**config.mk**
```make
export PLATFORM = sky130hd
export DESIGN_NAME = gpio_setclr_port
export DESIGN_NICKNAME = d
export VERILOG_FILES = /design/src/rtl/gpio_sc_pkg.sv /design/src/rtl/gpio_sc_decode.sv /design/src/rtl/gpio_sc_pin.sv /design/src/rtl/gpio_sc_sync.sv /design/src/rtl/gpio_setclr_port.sv
export SDC_FILE = /design/constraint.sdc
export NUM_CORES = 1
export LEC_CHECK = 0
export BUFFER_PORTS_ARGS = -buffer_cell sky130_fd_sc_hd__buf_2
export CORE_AREA = 2 2 149 151
export DETAILED_ROUTE_END_ITERATION = 16
export DIE_AREA = 0 0 151 153
export GPL_TIMING_DRIVEN = 0
export RECOVER_POWER = 50
export SYNTH_ARGS = -nofsm -noshare
export SYNTH_HDL_FRONTEND = slang
export SYNTH_SLANG_ARGS = --single-unit
```
**constraint.sdc**
```tcl
create_clock -name clk -period 2.85 [get_ports clk]
set_clock_uncertainty 0.1 [all_clocks]
set_input_delay 0 -clock clk [delete_from_list [all_inputs] [get_ports clk]]
set_output_delay 0 -clock clk [all_outputs]
set_load 0.02 [all_outputs]
```
**src/rtl/gpio_sc_pkg.sv**
```systemverilog
package gpio_sc_pkg;
  localparam logic [11:0] OFS_DRV_REL = 12'h100;  // read: drive enables, write: release
  localparam logic [11:0] OFS_LAT_SET = 12'h108;  // read: latch, write: set + drive
  localparam logic [11:0] OFS_LAT_CLR = 12'h10C;  // write only: clear + drive
  localparam logic [11:0] OFS_PIN_STS = 12'h110;  // read: pins, write: input enable

  typedef enum logic [2:0] {
    SEL_NONE,
    SEL_DRV_REL,
    SEL_LAT_SET,
    SEL_LAT_CLR,
    SEL_PIN_STS
  } reg_sel_e;
endpackage

```
**src/rtl/gpio_sc_decode.sv**
```systemverilog
module gpio_sc_decode
  import gpio_sc_pkg::*;
#(
  parameter int ADDR_W = 12
) (
  input  logic [ADDR_W-1:0] addr,
  output reg_sel_e          sel
);
  always_comb begin
    if (addr == ADDR_W'(OFS_DRV_REL))      sel = SEL_DRV_REL;
    else if (addr == ADDR_W'(OFS_LAT_SET)) sel = SEL_LAT_SET;
    else if (addr == ADDR_W'(OFS_LAT_CLR)) sel = SEL_LAT_CLR;
    else if (addr == ADDR_W'(OFS_PIN_STS)) sel = SEL_PIN_STS;
    else                                   sel = SEL_NONE;
  end
endmodule

```
**src/rtl/gpio_sc_pin.sv**
```systemverilog
module gpio_sc_pin
  import gpio_sc_pkg::*;
(
  input  logic     clk,
  input  logic     rst,
  input  logic     wr,
  input  reg_sel_e sel,
  input  logic     dbit,
  output logic     lat_q,
  output logic     drv_q,
  output logic     ien_q
);
  always_ff @(posedge clk) begin
    if (rst) begin
      lat_q <= 1'b0;
      drv_q <= 1'b0;
      ien_q <= 1'b0;
    end else if (wr && dbit) begin
      unique case (sel)
        SEL_DRV_REL: drv_q <= 1'b0;
        SEL_LAT_SET: begin
          lat_q <= 1'b1;
          drv_q <= 1'b1;
        end
        SEL_LAT_CLR: begin
          lat_q <= 1'b0;
          drv_q <= 1'b1;
        end
        SEL_PIN_STS: ien_q <= 1'b1;
        default: ;
      endcase
    end
  end
endmodule

```
**src/rtl/gpio_sc_sync.sv**
```systemverilog
module gpio_sc_sync #(
  parameter int WIDTH  = 32,
  parameter int STAGES = 2
) (
  input  logic             clk,
  input  logic             rst,
  input  logic [WIDTH-1:0] d,
  output logic [WIDTH-1:0] q
);
  logic [WIDTH-1:0] chain [STAGES];

  always_ff @(posedge clk) begin
    if (rst) chain[0] <= '0;
    else     chain[0] <= d;
  end

  for (genvar s = 1; s < STAGES; s++) begin : g_stage
    always_ff @(posedge clk) begin
      if (rst) chain[s] <= '0;
      else     chain[s] <= chain[s-1];
    end
  end

  assign q = chain[STAGES-1];
endmodule

```
**src/rtl/gpio_setclr_port.sv**
```systemverilog
module gpio_setclr_port
  import gpio_sc_pkg::*;
#(
  parameter int N_PINS = 32,
  parameter int ADDR_W = 12,
  parameter int SYNC_STAGES = 2
) (
  input  logic              clk,
  input  logic              rst,
  input  logic [ADDR_W-1:0] bus_addr,
  input  logic [N_PINS-1:0] bus_wdata,
  input  logic              bus_we,
  input  logic              bus_re,
  output logic [N_PINS-1:0] bus_rdata,
  output logic [N_PINS-1:0] pad_out,
  output logic [N_PINS-1:0] pad_oe,
  input  logic [N_PINS-1:0] pad_in
);
  reg_sel_e          sel;
  logic [N_PINS-1:0] ien;
  logic [N_PINS-1:0] pin_sync;

  gpio_sc_decode #(.ADDR_W(ADDR_W)) u_decode (
    .addr (bus_addr),
    .sel  (sel)
  );

  for (genvar i = 0; i < N_PINS; i++) begin : g_pin
    gpio_sc_pin u_pin (
      .clk   (clk),
      .rst   (rst),
      .wr    (bus_we),
      .sel   (sel),
      .dbit  (bus_wdata[i]),
      .lat_q (pad_out[i]),
      .drv_q (pad_oe[i]),
      .ien_q (ien[i])
    );
  end

  gpio_sc_sync #(.WIDTH(N_PINS), .STAGES(SYNC_STAGES)) u_sync (
    .clk (clk),
    .rst (rst),
    .d   (pad_in),
    .q   (pin_sync)
  );

  always_ff @(posedge clk) begin
    if (rst || !bus_re) begin
      bus_rdata <= '0;
    end else begin
      unique case (sel)
        SEL_DRV_REL: bus_rdata <= pad_oe;
        SEL_LAT_SET: bus_rdata <= pad_out;
        SEL_PIN_STS: bus_rdata <= pin_sync & ien;
        default:     bus_rdata <= '0;
      endcase
    end
  end
endmodule

```
==> flow_summary.toml, run 1 <==
[run_status]
status = "completed"

[clock_tree]
cts_root_buf = "clkbuf_16"
clkTransAtPathRegs_ns = 0.07
cts_buffer_depth = 2
cts_buffers = 17
cts_resized = 0
post_cts_buffers = 0
clk_latency_ns = 0.44
cts_sinks = 192
hold_buffers = 65
cts_max_level = 4
cts_tree = "built"

[grt]
top_usage_layer = "met2"
antenna_found_initial = 0
grt_util_met3 = 0.0457
grt_use_total = 0.208
grt_pass1_vias = 6366
grt_max_degree = 17
grt_util_met1 = 0.275
overflow = 0
met2_usage = 0.334
grt_pass1_wl_um = 36100

[setup_path]
endpoint_kind = "flop"
worstPathMaxFanout = 10
cp-start-kind = "primary input"
path_cells = "dlygate4sd3_1 -> buf_2 -> or2_2 -> nor4b_2 -> buf_2 -> a21oi_1 -> nor2_1"
cp_top_family = "buffers and inverters"
crit_slowest_cell = "nor4b_2"
crit_top_cell = "buf_2"
crit_arrival_ns = 2.34
critPathBufInv = 3
slowest_delay_ns = 0.64
worstSetupPathType = "primary input to flop"
required_ns = 3.11

[die]
die-area_mm2 = 0.0231
die_h_um = 153
rows = 54
die_x_um = 151
ioPinCount = 176
initial_core_util = 0.344
core-area_mm2 = 0.0215

[power]
ir_worst_vdd_mv = 0.404
total_power_mw = 5.37
power.leakage_nw = 3.72
powerDensity_mw_per_mm2 = 552

[placement]
dpl.hpwl_um = 16200
dpl_worst_slack_ns = 0.415
place_congestion = 0.817
port-buffer-count = 173

[timing]
final.min_clock_period_ns = 2.08
slew_violations = 0
worst_pin_slew_ns = 1.27
worst_slack_ns = 0.774
slew-limit-headroom = 0.143
finalHoldViolCount = 0
hold_slack_ns = 0.0279
finalSetupTns_ns = 0
max_freq_ghz = 0.482
rsz0062_at_grt = "false"
setup_violations = 0
period_share = 0.728

[yosys]
synth_top_area_frac = 0.520
synth_top_family_by_area = "compound AO/OA/AOI/OAI gates"
syn_inst = 777
synth_nets = 857
yosysSeqAreaShare = 0.520
muxShareOfSynthArea = 0
synth_top_area_cell = "dfxtp_1"
synthAdderAreaFrac = 0
synth.avg_cell_area_um2 = 9.52
ys_warn_count = 0
synthesis.area_mm2 = 0.00739
yosys-top-cells-area = "dfxtp_1, buf_4, nor2b_1"
ys_ff_latch = 192
synth-simple-area-share = 0.168
synth-xor-area-share = 0
synth_cell_types = 32
synth-compound-area-share = 0.188

[routing]
wl_per_cell_um = 18.0
via_count = 6406
detail-route-antenna-nets = 0
first_iter_violations = 518
drc = 0
drt-pass1-iter-count = 5
avgViaCountPerCell = 4.83
wl_um = 23900

[final_layout]
final_common_cell = "dfxtp_1"
fillers = 2142
layout.nets = 1114
area_growth_pct = 31.6
layout_common_cells = "dfxtp_1, clkbuf_1, buf_2, buf_4, dlygate4sd3_1"
drive_gt1_frac = 0.217
utilization = 0.453
seqCellArea_mm2 = 0.00384
multi_input_area_mm2 = 0.00263
diodes = 0

[worst_hold_path]
hold_path_class = "primary input to flop"

[flow_run]
drv_cap = 0
## final cells by class
class,instances,share of cell area
clock inverters,11,0.0112
repair buffers,238,0.145
plain buffers,119,0.0818
clock buffers,21,0.0473
inverters,33,0.0127
flip-flops and latches,192,0.395
well taps,280,0.0360
multi-input cells,433,0.270
## state kept, by name, summed over array words and instances (netlist names)
| name | cells |
|---|---|
| g_pin.u_pin.lat_q | 32 |
| g_pin.u_pin.drv_q | 32 |
| g_pin.u_pin.ien_q | 32 |
| bus_rdata | 32 |
| u_sync.chain | 64 |
## worst min-delay path: cells and delay by family
kind	cells	cell delay, ns
AND/OR/NAND/NOR	3	0.29
AO/OA/AOI/OAI	1	0.13
buffers and inverters	1	0.10
## path summary, 6_finish.rpt
| path | start | end | slack, ns | cells past startpoint |
|---|---|---|---|---|
| setup / recovery | bus_addr[3] | g_pin[15].u_pin.ien_q | 0.77 | 7 |
| hold / removal | bus_addr[2] | g_pin[25].u_pin.ien_q | 0.03 | 5 |
| setup reg to reg | g_pin[30].u_pin.drv_q | bus_rdata[30] | 1.74 | 3 |
| hold reg to reg | u_sync.chain[0][19] | u_sync.chain[1][19] | 0.34 | 1 |
## cells in the mapped netlist
cell and instances:
nor3_2 1, nor2_1 64, a22oi_1 32, a221oi_1 22, a21o_1 1, nor4b_2 2, a32o_1 32, nor3_1 1
clkbuf_1 29, and3_1 1, and2_1 32, or2_2 1, buf_2 12, or3b_2 1, nor4_4 1, dlygate4sd1_1 3
o21ai_1 30, buf_6 10, or4_1 1, nor2b_1 64, nor4_2 1, buf_4 65, or4_4 2, nor4_1 1
o21ai_0 2, or4b_1 1, dfxtp_1 192, inv_1 33, a221oi_2 10, a21oi_1 64, nand2b_1 2, nand2_1 64
## cells by family (layout without fill, tap and decap cells)
family / count (synthesis) / in the layout
flip-flops: 192 / 192
AND/OR/NAND/NOR: 240 / 240
AO/OA/AOI/OAI: 193 / 193
buffers and inverters: 152 / 422
## where the power goes
part | internal, mW | switching [mW]
Combinational | 0.148 | 0.169
Sequential | 2.72 | 0.0100
Clock | 1.26 | 1.06
Total | 4.13 | 1.24
## per-stage QoR
| step | instance area (µm²) | cells |
|---|---|---|
| after CTS | 9830 | 1327 |
| after global placement | 8610 | 1230 |
| after global routing | 9730 | 1327 |
| after detailed placement | 8610 | 1230 |
| final | 9730 | 1327 |
| after floorplan | 7390 | 777 |
## metal layers
layer / routed length, µm / up-vias
li1: - / 3110
met1: 10700 / 3006
met2: 11200 / 254
met3: 1600 / 36
met4: 456 / 0
met5: 0 / -
(Power assumes the default switching activity.)
==> run 2, diff against run 1 <==
Clock period 2.85 ns to 2.1 ns, I/O delays scaled along.
==> flow_summary.toml, run 2 (synthesis results as in run 1) <==
[routing]
drc = 0
detail-route-antenna-nets = 0
drt-pass1-iter-count = 5
avgViaCountPerCell = 4.81
first_iter_violations = 531
wl_um = 23900
via_count = 6383
wl_per_cell_um = 18.0

[final_layout]
diodes = 0
layout_common_cells = "dfxtp_1, clkbuf_1, buf_2, buf_4, dlygate4sd3_1"
largest_register_ffs = 64
drive_gt1_frac = 0.219
area_growth_pct = 31.7
regMostFlops = "u_sync.chain"
layout.nets = 1114
final_common_cell = "dfxtp_1"
utilization = 0.453

[grt]
grt_use_total = 0.208
overflow = 0
grt_pass1_wl_um = 36100
grt_max_degree = 17
grt_pass1_vias = 6366
antenna_found_initial = 0

[placement]
dpl.hpwl_um = 16200
port-buffer-count = 173
place_congestion = 0.817

[run_status]
status = "completed"

[timing]
max_freq_ghz = 0.492
setup_violations = 0
period_share = 0.968
rsz0062_at_grt = "true"
finalHoldViolCount = 0
slew_violations = 0
final.min_clock_period_ns = 2.03
finalSetupTns_ns = 0
slew-limit-headroom = 0.144
worst_pin_slew_ns = 1.27
hold_slack_ns = 0.0209

[setup_path]
reg2reg_from = "g_pin[30].u_pin.drv_q"
r2r_end = "bus_rdata[30]"
reg2regPathDepth = 3
required_ns = 2.35
endpoint_kind = "flop"
setup.worst_path.end = "bus_rdata[0]"
worstSetupPathType = "primary input to flop"
worstPathMaxFanout = 10
cp-start-kind = "primary input"
r2r_slack_ns = 1.00
crit_arrival_ns = 2.29
crit_start = "bus_addr[3]"

[die]
die_h_um = 153
initial_core_util = 0.344
die_x_um = 151
ioPinCount = 176
die-area_mm2 = 0.0231
rows = 54
core-area_mm2 = 0.0215

[power]
ir_worst_vdd_mv = 0.547
powerDensity_mw_per_mm2 = 748
power.leakage_nw = 3.74
total_power_mw = 7.29

[clock_tree]
cts_tree = "built"
cts_root_buf = "clkbuf_16"
cts_buffer_depth = 2
cts_max_level = 4
clk_latency_ns = 0.44
clkTransAtPathRegs_ns = 0.07
post_cts_buffers = 0
cts_buffers = 17
cts_sinks = 192

[flow_run]
drv_cap = 0

[worst_hold_path]
hold_path_class = "primary input to flop"
run 2: cell types whose count changed in the layout (fill, tap and decap cells not counted):
cell,previous run,this run
nor4b_4,0,1
buf_2,103,105
clkbuf_1,113,111
nor4b_2,2,1
run 2: critical path, cell delays in order:
cell,delay [ns]
dlygate4sd3_1,0.57
buf_2,0.15
or2_2,0.34
nor3_2,0.26
clkbuf_1,0.62
a22oi_1,0.15
nor2_1,0.19
run 2: area by class of cell:
class | count | area (µm²)
buffer | 119 | 796
clock buffer | 21 | 460
clock inverter | 11 | 109
fill | 2141 | 11700
inverter | 33 | 124
multi-input combinational | 433 | 2640
sequential | 192 | 3840
tap | 280 | 350
timing repair buffer | 238 | 1420
run 2: how the worst min path moves through the flow:
stage                       endpoint  depth (start not counted)        start
2_1_floorplan     u_sync.chain[0][0]                          1    pad_in[0]
3_3_place_gp      u_sync.chain[0][6]                          2    pad_in[6]
3_5_place_dp     u_sync.chain[0][14]                          2   pad_in[14]
4_1_cts        g_pin[25].u_pin.ien_q                          5  bus_addr[2]
5_1_grt                bus_rdata[31]                          5  bus_addr[2]
6_report       g_pin[25].u_pin.ien_q                          5  bus_addr[2]
run 2: power breakdown:
group | internal (mW) | switching (mW) | total (mW)
sequential | 3.70 | 0.0136 | 3.71
combinational | 0.201 | 0.231 | 0.432
clock | 1.71 | 1.44 | 3.15
total | 5.60 | 1.69 | 7.29
run 2: metrics by stage:
step | std cells | setup slack (ns) | cell area, µm²
floorplan | 777 | 0.325 | 7390
global placement | 1230 | -0.287 | 8610
detailed placement | 1230 | -0.335 | 8610
CTS | 1327 | 0.0339 | 9830
global route | 1327 | -0.00996 | 9740
finish | 1327 | 0.0671 | 9740
run 2: per-layer routing:
| metal | global-route usage | wire length, µm | share of wire |
|---|---|---|---|
| met5 | 0 | 0 | 0 |
| met4 | 0.0748 | 454 | 0.019 |
| met3 | 0.0457 | 1490 | 0.062 |
| met2 | 0.334 | 11200 | 0.47 |
| met1 | 0.275 | 10800 | 0.45 |
run 2: repair_timing:
item	CTS	global route
hold endpoints to repair	128	0
hold buffers	65	0
resized for setup	0	1
setup endpoints to repair	0	30
==> run 3, diff against run 2 <==
Settings changed: CORE_AREA 2 2 149 151 to 8 8 155 157, DIE_AREA 0 0 151 153 to 0 0 163 165.
Clock period 2.1 ns to 2.35 ns, I/O delays scaled along.
==> flow_summary.toml, run 3 (synthesis results as in run 1) <==
[timing]
slew-limit-headroom = 0.169
final.min_clock_period_ns = 2.09
worst_slack_ns = 0.258
slew_violations = 0
worst_pin_slew_ns = 1.24
setup_violations = 0
period_share = 0.890
max_freq_ghz = 0.478
rsz0062_at_grt = "false"
finalHoldViolCount = 0

[power]
power.leakage_nw = 3.71
powerDensity_mw_per_mm2 = 665
total_power_mw = 6.47
ir_worst_vdd_mv = 0.457

[grt]
grt_pass1_wl_um = 36900
overflow = 0
antenna_found_initial = 1
grt_use_total = 0.182
grt_pass1_vias = 6429
grt_max_degree = 17

[placement]
port-buffer-count = 173
dpl.hpwl_um = 17300
dpl_worst_slack_ns = -0.176
dp_cells = 1230
place_congestion = 0.786

[setup_path]
crit_top_cell = "buf_2"
required_ns = 2.61
crit_arrival_ns = 2.35
cp_top_family = "buffers and inverters"
reg2regPathDepth = 3
cp-start-kind = "primary input"
path_depth = 7
path_cells = "dlygate4sd3_1 -> buf_2 -> or2_2 -> nor4b_2 -> buf_2 -> a21oi_1 -> nor2_1"
worstSetupPathType = "primary input to flop"
endpoint_kind = "flop"
worstPathMaxFanout = 10
slowest_delay_ns = 0.65
critPathBufInv = 3
crit_slowest_cell = "nor4b_2"

[clock_tree]
cts_tree = "built"
clk_latency_ns = 0.43
cts_root_buf = "clkbuf_16"
cts_resized = 0
cts_sinks = 192
cts_buffers = 17
clkTransAtPathRegs_ns = 0.07
cts_max_level = 4
cts_buffer_depth = 2

[final_layout]
seqCellArea_mm2 = 0.00384
largest_register_ffs = 64
multi_input_area_mm2 = 0.00263
finalNonFillerCells = 1329
layout_common_cells = "dfxtp_1, clkbuf_1, buf_2, buf_4, dlygate4sd3_1"
fillers = 2151
regMostFlops = "u_sync.chain"
area_growth_pct = 31.6
final_common_cell = "dfxtp_1"
drive_gt1_frac = 0.218
diodes = 0
layout.nets = 1116

[die]
die_h_um = 165
ioPinCount = 176
die-area_mm2 = 0.0269
die_x_um = 163
rows = 54
core-area_mm2 = 0.0215
initial_core_util = 0.344

[routing]
drc = 0
drt-pass1-iter-count = 5
detail-route-antenna-nets = 0
wl_per_cell_um = 18.6
avgViaCountPerCell = 4.79
via_count = 6369
wl_um = 24700
first_iter_violations = 475

[worst_hold_path]
hold_path_class = "primary input to flop"
hold-path-cell-count = 5

[flow_run]
drv_cap = 0

[run_status]
status = "completed"
## run 3: layout make-up
| type | instances | share of cell area |
|---|---|---|
| Sequential cell | 192 | 0.395 |
| Multi-Input combinational cell | 433 | 0.270 |
| Timing Repair Buffer | 240 | 0.147 |
| Buffer | 119 | 0.0818 |
| Clock buffer | 20 | 0.0459 |
| Tap cell | 280 | 0.0360 |
| Inverter | 33 | 0.0127 |
| Clock inverter | 12 | 0.0114 |
## run 3: power by group
group	internal, mW	total (mW)	switching (mW)
Clock	1.49	2.77	1.28
Combinational	0.180	0.382	0.202
Sequential	3.30	3.32	0.0121
Total	4.98	6.47	1.49
## run 3: path summary, 6_finish.rpt
kind                                             from                     to  slack (ns)
worst max register to register  g_pin[30].u_pin.drv_q          bus_rdata[30]        1.26
worst min register to register    u_sync.chain[0][30]    u_sync.chain[1][30]        0.34
worst min-delay path                      bus_addr[2]  g_pin[25].u_pin.ien_q        0.04
worst max-delay path                      bus_addr[3]   g_pin[7].u_pin.ien_q        0.26
## run 3: worst reg2reg max path, stage by stage (launching register included)
cell and delay (ns):
dfxtp_1 0.35, a32o_1 0.23, a22oi_1 0.23, nor2_1 0.07
## run 3: what timing repair did
| action | in CTS | in global routing |
|---|---|---|
| hold buffers | 66 | 0 |
| hold endpoints to repair | 128 | 0 |
| setup buffers | 0 | 2 |
| setup endpoints to repair | 0 | 1 |
## run 3: metrics by stage
stage / hold slack [ns] / cell area (µm²) / util / TNS, ns
final: 0.0428 / 9730 / 0.453 / 0
after global routing: 0.0763 / 9730 / 0.453 / 0
after CTS: 0.0362 / 9830 / 0.457 / 0
after detailed placement: 0.112 / 8610 / 0.401 / -4.36
after global placement: 0.112 / 8610 / 0.401 / -3.28
after floorplan: 0.0282 / 7390 / - / 0
## run 3: layer usage
layer / global-route usage / routed length, µm / vias to the layer above
li1: - / - / 3119
met1: 0.219 / 10500 / 2960
met2: 0.308 / 11900 / 249
met3: 0.0543 / 1880 / 39
met4: 0.0555 / 493 / 2
met5: 0 / 13 / -
